$ cat src/rtl/rev_cascade_pkg.sv
package rev_cascade_pkg;

    typedef enum logic {
        DIR_FWD = 1'b0,
        DIR_REV = 1'b1
    } dir_e;

endpackage

$ cat src/rtl/rev_gate_stage.sv
module rev_gate_stage #(
    parameter int WIRES  = 8,
    parameter int TIDX_W = 3
) (
    input  logic [WIRES-1:0]  vec_i,
    input  logic [WIRES-1:0]  mask_i,
    input  logic [TIDX_W-1:0] target_i,
    input  logic              live_i,
    output logic [WIRES-1:0]  vec_o
);
    logic [WIRES-1:0] tbit;
    logic [WIRES-1:0] ctl;
    logic             fire;

    always_comb begin
        tbit = '0;
        if (int'(target_i) < WIRES) begin
            tbit[target_i] = 1'b1;
        end
        // the target wire never acts as its own control
        ctl   = mask_i & ~tbit;
        fire  = live_i && ((vec_i & ctl) == ctl);
        vec_o = fire ? (vec_i ^ tbit) : vec_i;
    end

endmodule

$ cat src/rtl/rev_cascade_chain.sv
module rev_cascade_chain
    import rev_cascade_pkg::*;
#(
    parameter int WIRES     = 8,
    parameter int MAX_GATES = 32,
    parameter int TIDX_W    = 3,
    parameter int GIDX_W    = 5,
    parameter int CNT_W     = 6
) (
    input  logic [WIRES-1:0]                    vec_i,
    input  logic [MAX_GATES-1:0][WIRES-1:0]     masks_i,
    input  logic [MAX_GATES-1:0][TIDX_W-1:0]    targets_i,
    input  logic [CNT_W-1:0]                    count_i,
    input  dir_e                                dir_i,
    input  logic                                skip_en_i,
    input  logic [GIDX_W-1:0]                   skip_first_i,
    input  logic [GIDX_W-1:0]                   skip_last_i,
    output logic [WIRES-1:0]                    vec_o
);
    logic [WIRES-1:0] stage_v [MAX_GATES+1];

    assign stage_v[0] = vec_i;

    for (genvar j = 0; j < MAX_GATES; j++) begin : g_stage
        localparam logic [GIDX_W-1:0] FWD_IDX = GIDX_W'(j);
        localparam logic [GIDX_W-1:0] BWD_IDX = GIDX_W'(MAX_GATES - 1 - j);

        logic [GIDX_W-1:0] slot;
        logic              live;

        assign slot = (dir_i == DIR_REV) ? BWD_IDX : FWD_IDX;
        assign live = (CNT_W'(slot) < count_i) &&
                      !(skip_en_i && (slot >= skip_first_i) && (slot <= skip_last_i));

        rev_gate_stage #(
            .WIRES  (WIRES),
            .TIDX_W (TIDX_W)
        ) u_stage (
            .vec_i    (stage_v[j]),
            .mask_i   (masks_i[slot]),
            .target_i (targets_i[slot]),
            .live_i   (live),
            .vec_o    (stage_v[j+1])
        );
    end

    assign vec_o = stage_v[MAX_GATES];

endmodule

$ cat src/rtl/rev_cascade_eval.sv
module rev_cascade_eval
    import rev_cascade_pkg::*;
#(
    parameter  int WIRES     = 8,
    parameter  int MAX_GATES = 32,
    localparam int TIDX_W    = (WIRES > 1) ? $clog2(WIRES) : 1,
    localparam int GIDX_W    = (MAX_GATES > 1) ? $clog2(MAX_GATES) : 1,
    localparam int CNT_W     = $clog2(MAX_GATES + 1)
) (
    input  logic              clk,
    input  logic              rst_n,
    input  logic              gate_we,
    input  logic [GIDX_W-1:0] gate_slot,
    input  logic [WIRES-1:0]  gate_mask,
    input  logic [TIDX_W-1:0] gate_target,
    input  logic              count_we,
    input  logic [CNT_W-1:0]  count_value,
    input  logic              flt_we,
    input  logic              flt_enable,
    input  logic [GIDX_W-1:0] flt_first,
    input  logic [GIDX_W-1:0] flt_last,
    input  logic              start,
    input  logic              reverse,
    input  logic [WIRES-1:0]  vec_in,
    output logic              done,
    output logic [WIRES-1:0]  vec_out,
    output logic [WIRES-1:0]  ref_out,
    output logic              mismatch
);
    typedef struct packed {
        logic [MAX_GATES-1:0][WIRES-1:0]  masks;
        logic [MAX_GATES-1:0][TIDX_W-1:0] targets;
        logic [CNT_W-1:0]                 count;
        logic                             flt_on;
        logic [GIDX_W-1:0]                flt_first;
        logic [GIDX_W-1:0]                flt_last;
        logic                             done;
        logic [WIRES-1:0]                 vout;
        logic [WIRES-1:0]                 rout;
        logic                             mis;
    } state_t;

    state_t           st_d, st_q;
    logic [WIRES-1:0] faulty_w, clean_w;
    logic             fault_on_w;
    logic [GIDX_W-1:0] fault_first_w, fault_last_w;
    dir_e             dir_w;

    assign dir_w = dir_e'(reverse);

    rev_cascade_chain #(
        .WIRES(WIRES), .MAX_GATES(MAX_GATES), .TIDX_W(TIDX_W),
        .GIDX_W(GIDX_W), .CNT_W(CNT_W)
    ) u_faulty (
        .vec_i        (vec_in),
        .masks_i      (st_q.masks),
        .targets_i    (st_q.targets),
        .count_i      (st_q.count),
        .dir_i        (dir_w),
        .skip_en_i    (st_q.flt_on),
        .skip_first_i (st_q.flt_first),
        .skip_last_i  (st_q.flt_last),
        .vec_o        (faulty_w)
    );

    rev_cascade_chain #(
        .WIRES(WIRES), .MAX_GATES(MAX_GATES), .TIDX_W(TIDX_W),
        .GIDX_W(GIDX_W), .CNT_W(CNT_W)
    ) u_clean (
        .vec_i        (vec_in),
        .masks_i      (st_q.masks),
        .targets_i    (st_q.targets),
        .count_i      (st_q.count),
        .dir_i        (dir_w),
        .skip_en_i    (1'b0),
        .skip_first_i (st_q.flt_first),
        .skip_last_i  (st_q.flt_last),
        .vec_o        (clean_w)
    );

    always_comb begin
        st_d      = st_q;
        st_d.done = start;
        if (gate_we && (int'(gate_slot) < MAX_GATES)) begin
            st_d.masks[gate_slot]   = gate_mask;
            st_d.targets[gate_slot] = gate_target;
        end
        if (count_we) begin
            st_d.count = count_value;
        end
        if (flt_we && (flt_first <= flt_last)) begin
            st_d.flt_on    = flt_enable;
            st_d.flt_first = flt_first;
            st_d.flt_last  = flt_last;
        end
        if (start) begin
            st_d.vout = faulty_w;
            st_d.rout = clean_w;
            st_d.mis  = (faulty_w != clean_w);
        end
    end

    always_ff @(posedge clk or negedge rst_n) begin
        if (!rst_n) begin
            st_q <= '0;
        end else begin
            st_q <= st_d;
        end
    end

    assign done          = st_q.done;
    assign vec_out       = st_q.vout;
    assign ref_out       = st_q.rout;
    assign mismatch      = st_q.mis;
    assign fault_on_w    = st_q.flt_on;
    assign fault_first_w = st_q.flt_first;
    assign fault_last_w  = st_q.flt_last;

endmodule

$ cat config.mk
export PLATFORM = sky130hd
export DESIGN_NAME = rev_cascade_eval
export DESIGN_NICKNAME = d
export VERILOG_FILES = /design/src/rtl/rev_cascade_pkg.sv /design/src/rtl/rev_gate_stage.sv /design/src/rtl/rev_cascade_chain.sv /design/src/rtl/rev_cascade_eval.sv
export SDC_FILE = /design/constraint.sdc
export NUM_CORES = 2
export LEC_CHECK = 0
export ABC_AREA = 1
export CORE_ASPECT_RATIO = 1.25
export CORE_MARGIN = 2
export CORE_UTILIZATION = 55
export DETAILED_ROUTE_END_ITERATION = 7
export HOLD_SLACK_MARGIN = 0.08
export PLACE_DENSITY = 0.71
export SYNTH_ARGS = -nofsm -noshare
export SYNTH_HDL_FRONTEND = slang
export SYNTH_SLANG_ARGS = --single-unit
export TNS_END_PERCENT = 50
$ cat constraint.sdc
create_clock -name clk -period 21.2 [get_ports clk]
set_clock_uncertainty 0.1 [all_clocks]
set_input_delay 3.18 -clock clk [delete_from_list [all_inputs] [get_ports clk]]
set_output_delay 3.18 -clock clk [all_outputs]
set_load 0.01 [all_outputs]
==> metrics.cfg <==
[status]
outcome=finished, violations left
failed_checks=setup timing

[timing]
fmax_ghz=0.03848
whs_ps=384.9
slew_headroom=0.1728
setup_viol=17
hold_viol=0
period_minus_slack_ps=25990
fin_crit_sh=1.226
tightest_slew_ps=1231
rsz0062_at_grt=true
fin_ws_ps=-4787
final.setup.tns_ps=-72320
final-max-slew-violation-count=0

[setup_path]
startpoint_type=primary input
crit_top_cell=nand2_1
critPathRequiredTime_ps=21610
critPathCaptureType=flop
slowest_delay_ps=650
crit_slowest_cell=clkdlybuf4s50_1
crit_type=in -> reg
r2r_slack_ps=-2460
worstPathMaxFanout=10
arrival_ps=26400

[detailed_routing]
antenna_left=0
firstDrtPassIters=8
drt_iter0_markers=6167
via_count=54778
post_drt_via_cell_ratio=5.751
drc=0
wl_per_cell_microns=20.03
routed_wl_mm=190.8

[floorplanning]
die_x_microns=256.3
initial_core_util=0.5560
core-area_sq_mm=0.07871
pin_count=66
die_area_sq_mm=0.08186
rows=115
die_height_microns=319.4

[layout]
area_delta_synth_final_pct=33.26
final_cell_mix=nand2_1, buf_4, inv_1
mostFrequentLayoutCell=nand2_1
fin_nets=8516
drive_gt1_frac=0.2705
stdcell_count=9525
final_area_sq_mm=0.05832

[grt]
antenna_found_initial=3
grt.overflow.total=0
grt_pass1_wl_mm=285.6
grt_pass1_vias=52186
grt_max_degree=96
groute.usage.overall=0.4468

[clock_tree]
clock_path_buffers=3
cts_tree=built
numCtsBuffers=45
clockRootBuffer=clkbuf_16
ctsHoldBuffers=0
clk_latency_ps=620
htree_levels=2
cts.sinks=387
path_clk_slew_ps=60

[placement]
dpl_cell_area_sq_mm=0.05540
place_congestion=1.075
place_hpwl_mm=148.5
dp.cells=9372
io_buffer_count=65

[yosys]
yosys_warnings=0
synth_area_leaders=dfrtp_1, nand2_1, o21ai_0
yosysUniqueCellTypes=60
yosysSeqAreaShare=0.2213
ys_seq_elements=387
syn-instance-count=7077
syn_nets=7158
synth_top_area_cell=dfrtp_1
syn_area_per_cell_sq_um=6.184
yosysTopAreaCellShare=0.2213
syn_area_sq_mm=0.04376

[worst_hold_path]
hp-class=reg -> reg

[run]
max_cap_viol_count=0

timing repair:
| item | in CTS | in global routing |
|---|---|---|
| pin swaps | 18 | 112 |
| hold endpoints to repair | 0 | 0 |
| gates resized for setup | 28 | 128 |
| gates cloned | 18 | 15 |
| setup buffers | 9 | 27 |
| endpoints found under the setup margin | 17 | 17 |
worst max-delay path, delay by kind of cell:
kind                      cells  cell delay (ps)
and+or+nand+nor             142            18790
buffers and inverters        19             3320
AOI/OAI and AO/OA             5              750
xor gates and xnor gates      2              320
stage by stage:
stage | utilization | setup WS [ps]
finish | 0.7410 | -4787
floorplan | - | -4657
global route | 0.7408 | -6563
detailed placement | 0.7039 | -5296
CTS | 0.7293 | -4142
global placement | 0.7039 | -4957
cell type report:
type                            instances  area [sq um]
Multi-Input combinational cell       5596         30570
Clock inverter                         26         441.7
Antenna cell                            4         10.01
Fill cell                            6551         20390
Timing Repair Buffer                 1500         11650
Sequential cell                       387          9684
Inverter                              905          3412
Tap cell                             1053          1318
Clock buffer                           54          1230
cells in the mapped netlist (all sizes together):
cell,n
a221oi,1
o21bai,3
a21boi,1
inv,896
nand4,235
o211ai,32
o311ai,1
nand3b,42
xnor2,11
a31oi,46
o221ai,8
o21a,5
a311oi,9
dfrtp,387
buf,39
mux2i,1
o21ai,929
o22ai,3
nand3,841
nor4,2
clkbuf,183
clkinv,9
or2,59
mux2,2
a21oi,100
ha,33
xor2,435
and2,6
nand2,2076
a221o,1
nor2,654
a21o,2
nor3,22
xor3,3
state kept, by name, summed over array words and instances, names as in the netlist:
register       count
vec_out            8
mismatch           1
done               1
fault_last_w       5
ref_out            8
st_q             358
fault_on_w         1
fault_first_w      5
routing by layer:
metal / GRT usage / vias up / routed length (microns)
met5: 0 / - / 18
met2: 0.7783 / 2887 / 91210
met4: 0.4042 / 2 / 20810
met1: 0.4581 / 25186 / 64210
li1: - / 25723 / -
met3: 0.07741 / 980 / 14530
cell families (layout without fill, tap and decap cells):
family          count (synthesis)  after routing  synth area share
other cells                     0              4                 0
mux                             3              3         0.0007433
xor+xnor                      449            449           0.09089
flops                         387            387            0.2213
buf+inv                      1127           2485            0.1025
fa+ha+maj                      33             33          0.009435
simple gates                 3937           3970            0.4332
compound gates               1141           1141            0.1420
worst paths after layout:
path / endpoint / from / cells past startpoint
max in group asynchronous: st_q[74]$_DFFE_PN0P_ / rst_n / 4
worst max register to register: mismatch$_DFFE_PN0P_ / st_q[31]$_DFFE_PN0P_ / 165
worst min register to register: vec_out[3]$_DFFE_PN0P_ / vec_out[3]$_DFFE_PN0P_ / 2
worst max-delay path: mismatch$_DFFE_PN0P_ / vec_in[0] / 168
min in group asynchronous: st_q[54]$_DFFE_PN0P_ / rst_n / 1
worst min-delay path: vec_out[3]$_DFFE_PN0P_ / vec_out[3]$_DFFE_PN0P_ / 2
Power is left out: the tool's default activity adds up to more than one toggle a clock period on the data nets, which glitch-free logic cannot reach.
